**src/rtl/adc_sar_seq_pkg.sv**
```systemverilog
package adc_sar_seq_pkg;

  typedef enum logic [2:0] {
    ST_IDLE,
    ST_TRIG,
    ST_CONV,
    ST_READ,
    ST_QUIET
  } seq_state_t;

  function automatic int imax(input int a, input int b);
    return (a > b) ? a : b;
  endfunction

endpackage

```
**src/rtl/adc_sar_timer.sv**
```systemverilog
module adc_sar_timer #(
  parameter int W = 4
) (
  input  logic         clk,
  input  logic         rst,
  input  logic         load,
  input  logic [W-1:0] load_val,
  output logic         expired
);
  logic [W-1:0] cnt;

  always_ff @(posedge clk) begin
    if (rst)             cnt <= '0;
    else if (load)       cnt <= load_val;
    else if (cnt != '0)  cnt <= cnt - 1'b1;
  end

  assign expired = (cnt == '0);
endmodule

```
**src/rtl/adc_sar_sclk.sv**
```systemverilog
module adc_sar_sclk #(
  parameter int DIV = 4
) (
  input  logic clk,
  input  logic rst,
  input  logic run,
  output logic sclk,
  output logic rise_tick,
  output logic fall_tick
);
  localparam int HALF = DIV / 2;
  localparam int DW   = (DIV > 2) ? $clog2(DIV) : 1;

  logic [DW-1:0] cnt;

  assign rise_tick = run && (cnt == DW'(HALF - 1));
  assign fall_tick = run && (cnt == DW'(DIV - 1));

  always_ff @(posedge clk) begin
    if (rst || !run) begin
      cnt  <= '0;
      sclk <= 1'b0;
    end else begin
      cnt <= fall_tick ? '0 : cnt + 1'b1;
      if (rise_tick)      sclk <= 1'b1;
      else if (fall_tick) sclk <= 1'b0;
    end
  end
endmodule

```
**src/rtl/adc_sar_shift.sv**
```systemverilog
module adc_sar_shift #(
  parameter int WIDTH = 16
) (
  input  logic             clk,
  input  logic             rst,
  input  logic             en,
  input  logic             din,
  output logic [WIDTH-1:0] q
);
  always_ff @(posedge clk) begin
    if (rst)     q <= '0;
    else if (en) q <= {q[WIDTH-2:0], din};
  end
endmodule

```
**src/rtl/adc_sar_seq.sv**
```systemverilog
module adc_sar_seq
  import adc_sar_seq_pkg::*;
#(
  parameter int WIDTH        = 16,
  parameter int DIV          = 4,
  parameter int CONV_CYCLES  = 40,
  parameter int QUIET_CYCLES = 4
) (
  input  logic             clk,
  input  logic             rst,
  input  logic             mode_cs_conv,
  input  logic             start,
  output logic             busy,
  output logic             sample_valid,
  output logic [WIDTH-1:0] sample_data,
  output logic             adc_cnv,
  output logic             adc_cs_n,
  output logic             adc_sclk,
  output logic             spi_mosi,
  input  logic             spi_miso
);
  localparam int GAP     = imax(CONV_CYCLES, QUIET_CYCLES);
  localparam int CNT_MAX = imax(DIV, imax(GAP, QUIET_CYCLES));
  localparam int CW      = $clog2(CNT_MAX + 1);
  localparam int BW      = $clog2(WIDTH + 1);

  seq_state_t        state;
  logic [BW-1:0]     bit_cnt;
  logic              t_load, t_expired;
  logic [CW-1:0]     t_val;
  logic              rise_tick, fall_tick;
  logic [WIDTH-1:0]  shift_q;
  logic              last_fall;

  assign last_fall = (state == ST_READ) && fall_tick && (bit_cnt == '0);

  always_comb begin
    t_load = 1'b0;
    t_val  = '0;
    case (state)
      ST_IDLE: if (start) begin
        t_load = 1'b1;
        t_val  = mode_cs_conv ? CW'(DIV - 1) : CW'(CONV_CYCLES - 1);
      end
      ST_TRIG: if (t_expired) begin
        t_load = 1'b1;
        t_val  = CW'(GAP - 1);
      end
      ST_READ: if (last_fall) begin
        t_load = 1'b1;
        t_val  = CW'(QUIET_CYCLES - 1);
      end
      default: ;
    endcase
  end

  adc_sar_timer #(.W(CW)) u_timer (
    .clk(clk), .rst(rst), .load(t_load), .load_val(t_val), .expired(t_expired)
  );

  adc_sar_sclk #(.DIV(DIV)) u_sclk (
    .clk(clk), .rst(rst), .run(state == ST_READ),
    .sclk(adc_sclk), .rise_tick(rise_tick), .fall_tick(fall_tick)
  );

  adc_sar_shift #(.WIDTH(WIDTH)) u_shift (
    .clk(clk), .rst(rst), .en(rise_tick), .din(spi_miso), .q(shift_q)
  );

  always_ff @(posedge clk) begin
    if (rst) begin
      state        <= ST_IDLE;
      busy         <= 1'b0;
      sample_valid <= 1'b0;
      sample_data  <= '0;
      adc_cnv      <= 1'b0;
      adc_cs_n     <= 1'b1;
      spi_mosi     <= 1'b0;
      bit_cnt      <= '0;
    end else begin
      sample_valid <= 1'b0;
      case (state)
        ST_IDLE: if (start) begin
          busy     <= 1'b1;
          spi_mosi <= 1'b1;
          if (mode_cs_conv) begin
            adc_cs_n <= 1'b0;
            state    <= ST_TRIG;
          end else begin
            adc_cnv  <= 1'b1;
            state    <= ST_CONV;
          end
        end
        ST_TRIG: if (t_expired) begin
          adc_cs_n <= 1'b1;
          state    <= ST_CONV;
        end
        ST_CONV: if (t_expired) begin
          adc_cs_n <= 1'b0;
          bit_cnt  <= BW'(WIDTH - 1);
          state    <= ST_READ;
        end
        ST_READ: if (fall_tick) begin
          if (bit_cnt == '0) begin
            adc_cs_n <= 1'b1;
            adc_cnv  <= 1'b0;
            state    <= ST_QUIET;
          end else begin
            bit_cnt <= bit_cnt - 1'b1;
          end
        end
        ST_QUIET: if (t_expired) begin
          sample_valid <= 1'b1;
          sample_data  <= shift_q;
          busy         <= 1'b0;
          spi_mosi     <= 1'b0;
          state        <= ST_IDLE;
        end
        default: state <= ST_IDLE;
      endcase
    end
  end
endmodule

```
**config.mk**
```make
export PLATFORM = sky130hd
export DESIGN_NAME = adc_sar_seq
export DESIGN_NICKNAME = d
export VERILOG_FILES = /design/src/rtl/adc_sar_seq_pkg.sv /design/src/rtl/adc_sar_timer.sv /design/src/rtl/adc_sar_sclk.sv /design/src/rtl/adc_sar_shift.sv /design/src/rtl/adc_sar_seq.sv
export SDC_FILE = /design/constraint.sdc
export NUM_CORES = 1
export LEC_CHECK = 0
export BUFFER_PORTS_ARGS = -buffer_cell sky130_fd_sc_hd__buf_2
export CORE_UTILIZATION = 47
export DETAILED_ROUTE_END_ITERATION = 6
export PLACE_DENSITY = 0.75
export SLEW_MARGIN = 15
export SYNTH_ARGS = -nofsm -noshare
export SYNTH_HDL_FRONTEND = slang
export SYNTH_HIERARCHICAL = 1
export SYNTH_SLANG_ARGS = --single-unit
```
**constraint.sdc**
```tcl
create_clock -name clk -period 5.7 [get_ports clk]
set_input_delay 0.855 -clock clk [delete_from_list [all_inputs] [get_ports clk]]
set_output_delay 0.855 -clock clk [all_outputs]
set_load 0.01 [all_outputs]
```
; ---- After elaboration in Yosys (flattened, before gate mapping)
; Cells that the tools add are included.
[classes]
n_addsub = 3
n_mul = 0
n_div = 0
n_lt_le_gt_ge = 0
n_eq_ne = 15
shift = 0
muxes = 39
bitwise = 1
n_reduce_logical = 24
[op_table]
columns = op, count
row1 = 6-bit two-way mux, 5
row2 = 3-bit two-way mux, 6
row3 = 2-bit inequality test (second input constant), 9
row4 = 6-bit one-hot mux with 3 select lines, 1
row5 = 1-bit two-way mux, 16
row6 = 5-bit two-way mux, 3
row7 = 3-bit one-hot mux with 5 select lines, 1
row8 = 5-bit one-hot mux with 2 select lines, 1
row9 = 2-bit nonzero test, 5
row10 = 7-bit AND reduction, 1
row11 = 3-bit by 2-bit equality test with 1-bit output (second input constant), 2
row12 = 6-bit logical NOT, 1
row13 = 6-bit AND reduction, 1
row14 = 6-bit nonzero test, 1
row15 = 6-bit by 1-bit subtractor with 6-bit output (second input constant), 1
row16 = 5-bit logical NOT, 1
row17 = 5-bit AND reduction, 1
row18 = 5-bit by 1-bit subtractor with 5-bit output (second input constant), 1
row19 = 1-bit logical AND, 4
row20 = 2-bit two-way mux, 2
row21 = 1-bit one-hot mux with 2 select lines, 2
row22 = 1-bit one-hot mux with 4 select lines, 1
row23 = 4-bit AND reduction, 1
row24 = 4-bit nonzero test, 1
row25 = 13 further kinds, 14
[totals]
register_bits = 53
latchBits = 0
mem_bits_rw = 0
romBits = 0
input_bits = 5
output_inout_bits = 22
mem_count = 0

; ---- Logic depth before layout (Yosys ltp)
[logic_depth]
word_depth = 7
mapped_depth = 12
ltp_nobuf = 10

; ---- Cells and area by module
; The synthesis kept the hierarchy.
[by_module_without_submodules]
columns = module, instances, cells_each, area_per_inst_um2, seq_area_each_um2
row1 = adc_sar_seq, 1, 162, 1292.5, 560.5
row2 = adc_sar_shift, 1, 52, 580.6, 320.3
row3 = adc_sar_timer, 1, 46, 395.4, 120.1
row4 = adc_sar_sclk, 1, 14, 140.1, 60.1

; ---- Least setup slack after synthesis
; No wires, ideal clock.
[synth_path]
path_kind = register to register
start = reg state[1]
end = reg u_timer.cnt[0]
arrival_time_ns = 2.179
slack_ns = 3.383
path_stages_with_launch = 12
n_path_buf = 3
period_less_slack_ns = 2.317
cell_sequence = dfxtp_1 -> clkbuf_1 -> and2_1 -> and2_2 -> buf_2 -> a21oi_1 -> nor2_1 -> o2bb2ai_1 -> clkbuf_1 -> nor3b_1 -> nand3_1 -> o221ai_1
[synth_between]
elab_chain_cells = 7
[synth_lines]
columns = element, line
row1 = "start, declared", adc_sar_seq.sv:27  ; seq_state_t state;
row2 = "start signal, assigned", adc_sar_seq.sv:72  ; state <= ST_IDLE;
row3 = "start signal, assigned", adc_sar_seq.sv:88  ; state <= ST_TRIG;
row4 = "start signal, assigned", adc_sar_seq.sv:91  ; state <= ST_CONV;
row5 = 3-bit by 2-bit equality test with 1-bit output *, adc_sar_seq.sv:62  ; .clk(clk), .rst(rst), .run(state == ST_READ),
row6 = 1-bit logical AND *, adc_sar_sclk.sv:17  ; assign fall_tick = run && (cnt == DW'(DIV - 1));
row7 = named net fall_tick, adc_sar_seq.sv:31  ; logic rise_tick, fall_tick;
row8 = 1-bit logical AND * (2 in series), adc_sar_seq.sv:35  ; assign last_fall = (state == ST_READ) && fall_tick && (bit_cnt == '0);
row9 = 1-bit two-way mux *, adc_sar_seq.sv:49  ; ST_READ: if (last_fall) begin
row10 = 1-bit one-hot mux with 3 select lines *, adc_sar_seq.sv:40  ; case (state)
row11 = named net t_load, adc_sar_seq.sv:29  ; logic t_load, t_expired;
row12 = 6-bit two-way mux / 2-bit nonzero test (equally long branches), --
row13 = "end signal, assigned", adc_sar_timer.sv:14  ; else if (load) cnt <= load_val;
row14 = "end signal, assigned", adc_sar_timer.sv:15  ; else if (cnt != '0) cnt <= cnt - 1'b1;
row15 = "end, declared", adc_sar_timer.sv:10  ; logic [W-1:0] cnt;
; Mark *: on every way through the listed nets, which the timed path passes. The rest lies on a longest branch.
; A chain may end at the register's enable or synchronous reset.

; ---- Final worst setup path
[layout_path]
start = reg state[0]
end = reg u_timer.cnt[1]
; Same word-level chain as after synthesis.

==> parameters.txt <==
Parameter                              Value

Run status
  Outcome ... completed

Global routing
  Vias in the first global route ... 1,683
  Remaining global-route overflow ... 0
  First-pass GRT wire length ... 7.603 mm
  Overall Global Routing Usage ... 17.97%
  Pin count of the biggest net entering global routing ... 58
  Number of antenna violations at the first check in global routing ... 0

Flow run
  Number of max-capacitance violations reported ... 0

Route
  Routed WL per cell ... 12.18 µm
  Total vias in the final route ... 1,871
  DRT iter0 DRCs ... 109
  Via density ... roughly 5.3
  Detailed-route wire length ... 4.336 mm
  Final routed DRC violation total ... 0
  First drt pass iteration count ... 4
  Final antenna-violating net count ... 0

STA
  Minimum setup slack in the final design ... 2.915 ns
  Setup repair after global routing missed its margin ... false
  Worst slew pin tran ... 0.9797 ns
  Final max-slew violation count ... 0
  Final hold violation count ... 0
  Maximum frequency from static timing analysis ... 359.1 MHz
  Rel. slew slack ... 34.69%
  Final-layout setup total negative slack ... 0 ns
  Clock tree skew after final layout ... 0.003546 ns
  Min cycle time layout ... 2.785 ns
  Final-report setup violation count ... 0
  Fin crit share ... 48.85%

Critical path
  Critical Path Max Stage Delay ... between 0.6 and 0.7 ns
  Sort of element at the start of the critical path ... flop
  Capturing element type of the critical path ... flop
  Crit-path cells ... nor2b_1 > and2_1 > and2_2 > a21oi_1 > nor2_1 > o2bb2ai_1 > nor3b_1 > nand3_1 > o221ai_1
  Maximum fanout along the worst path ... 17
  Data required, critical path ... between 5 and 6 ns
  Arrival time of the worst setup path ... 2.94 ns
  Critical setup path kind ... flop to flop
  CP max-delay cell ... dfxtp_1

Die
  Die Span Y ... 73.59 µm
  Die width ... 73.59 µm
  Die area ... ~0.0054 mm²
  Initial cell density of the core ... roughly 50%
  Placement Rows ... 25
  Floorplan Core Area ... 0.004817 mm²
  I/O pin cnt ... 27

Logic synthesis
  Most used flip-flop cell after synthesis ... dfxtp_1
  Post-synthesis instance area ... 0.002409 mm²
  Number of synthesized register bits ... 53
  Count of yosys warnings during synthesis ... 6
  Number of flops mapped to enable cells by yosys ... 0
  Library cells used by synthesis ... 54
  Share of flip-flops with an asynchronous set or reset ... 0%
  Avg Synthesized Cell Area ... 8.790 µm²
  Synth Instances ... 274
  Register area share after synthesis ... 44.05%

CTS
  Hold buffer count at CTS ... 0
  Clock insertion delay at the later pin of the skew report ... 0.30 ns
  Number of buffers added by the clock tree synthesis step ... 5
  Maximum count of clock buffers along a single path ... 2
  Post-CTS setup-driven buffer insertion count ... 0
  Clock net sink count ... 53
  Clock tree from TritonCTS ... done
  Worst-path clk slew ... 0.09 ns
  H-tree levels ... 2
  Gates resized, CTS repair ... 0
  Cell at the root of the clock tree ... clkbuf_8

Placement
  Final weighted congestion of routability-driven global placement ... between 0.8 and 0.9
  Cell total after placement ... 348
  Detailed placement HPWL ... 2.919 mm
  Port Buffers ... 26
  Worst Setup Slack post-DPL ... 2.965 ns

Finish
  Most frequent standard cell in the layout excluding fill and tap cells ... dfxtp_1
  Top library cells by usage in the layout, fill and taps aside ... 53 x dfxtp_1, 41 x nand2_1, 32 x nor2_1
  Area growth from synthesis to layout ... 8.156%
  Final non-filler cell total ... 356
  Antenna Cells ... 0
  Final nets ... 298
  Share of final-layout standard cells stronger than drive strength 1 ... 15.22%
  Fill cell instance count of the final layout ... 485

Pwr
  Leakage ... 0.9640 nW
  Worst supply voltage drop on vdd ... 0.0002092 V
  Power Total ... ~1000 µW
  Power density over the cells ... 382.9 mW/mm²

Worst hold path
  Hold WC Path Type ... flop to flop
path summary, 6_finish.rpt:
kind                           startpoint                      endpoint  slack [ns]  depth (start not counted)
max                 state[0]$_SDFFE_PP0P_   u_timer/cnt[1]$_SDFFE_PP0P_        2.92                          9
min          sample_data[15]$_SDFFE_PP0P_  sample_data[15]$_SDFFE_PP0P_        0.45                          2
max reg2reg         state[0]$_SDFFE_PP0P_   u_timer/cnt[1]$_SDFFE_PP0P_        2.92                          9
min reg2reg  sample_data[15]$_SDFFE_PP0P_  sample_data[15]$_SDFFE_PP0P_        0.45                          2
cells by family (layout without fill, tap and decap cells):
kind of cell | after synthesis | count (layout) | share of synthesized area [%]
AND/OR/NAND/NOR | 114 | 114 | 24.42
AO/OA/AOI/OAI | 51 | 51 | 14.55
other | 1 | 2 | 0.1557
flip-flops | 53 | 53 | 44.05
multiplexers | 17 | 17 | 7.065
buffers and inverters | 30 | 44 | 6.078
XOR/XNOR | 3 | 3 | 1.091
adder cells (fa/ha/maj) | 5 | 5 | 2.597
synth_stat cells (2+ instances only):
library cell	instances	area share [%]
and2_1	2	0.52
nor3_1	3	0.62
and2_2	2	0.62
a211oi_1	2	0.62
mux2i_1	17	7.1
a2111oi_0	3	1.1
nor2b_1	3	0.78
nand2_1	41	6.4
buf_2	5	1.0
nor2_1	32	5.0
nor4_1	4	1.0
dfxtp_1	53	44
nor3b_1	6	1.9
inv_1	10	1.6
o22ai_1	2	0.52
clkbuf_1	10	1.6
a21oi_1	25	5.2
or3_1	2	0.52
xnor2_1	3	1.1
o221ai_1	2	0.73
nand2b_1	3	0.78
nand3_1	4	0.83
buf_1	2	0.31
a31oi_1	2	0.52
nand4b_1	2	0.73
ha_1	5	2.6
a311oi_1	2	0.73
critical path: cells and delay by family (launching register included):
family	cells	cell delay [ns]
AND/OR/NAND/NOR	6	1.33
flip-flops	1	0.65
AO/OA/AOI/OAI	3	0.65
routing by layer:
| layer | share of wire [%] | track usage, % | routed length (µm) | vias up |
|---|---|---|---|---|
| met3 | 3.0 | 3.704 | 130 | 6 |
| met4 | 1.5 | 6.624 | 63 | 0 |
| li1 | - | - | - | 969 |
| met5 | 0 | 0 | 0 | - |
| met1 | 50 | 24.23 | 2147 | 868 |
| met2 | 46 | 28.34 | 1995 | 28 |
metrics by stage:
| step | instance area (µm²) | hold WS, ns | utilization [%] |
|---|---|---|---|
| floorplan | 2412 | 0.4215 | - |
| global placement | 2517 | 0.4394 | 52.26 |
| detailed placement | 2517 | 0.4448 | 52.26 |
| CTS | 2605 | 0.4579 | 54.08 |
| global route | 2605 | 0.4797 | 54.08 |
| finish | 2605 | 0.4529 | 54.08 |
power breakdown:
group          total, mW  switching (mW)  internal, mW
sequential         0.465          0.0580         0.407
combinational      0.325           0.182         0.143
clock              0.207           0.120        0.0867
total              0.997           0.360         0.637
area by class of cell:
cell class	count	area (µm²)	share of cell area [%]
Timing Repair Buffer	26	130.1	4.995
Clock buffer	6	72.57	2.786
Multi-Input combinational cell	192	1205	46.25
Tap cell	67	83.83	3.218
Clock inverter	2	15.01	0.5764
Inverter	10	37.54	1.441
Sequential cell	53	1061	40.73
registers in the layout, indices dropped and copies added (netlist names):
| register | count |
|---|---|
| adc_cnv | 1 |
| adc_cs_n | 1 |
| bit_cnt | 5 |
| sample_data | 16 |
| sample_valid | 1 |
| spi_mosi | 1 |
| state | 3 |
| u_sclk/cnt | 2 |
| u_sclk/sclk | 1 |
| u_shift/q | 16 |
| u_timer/cnt | 6 |
(Power assumes the default switching activity.)
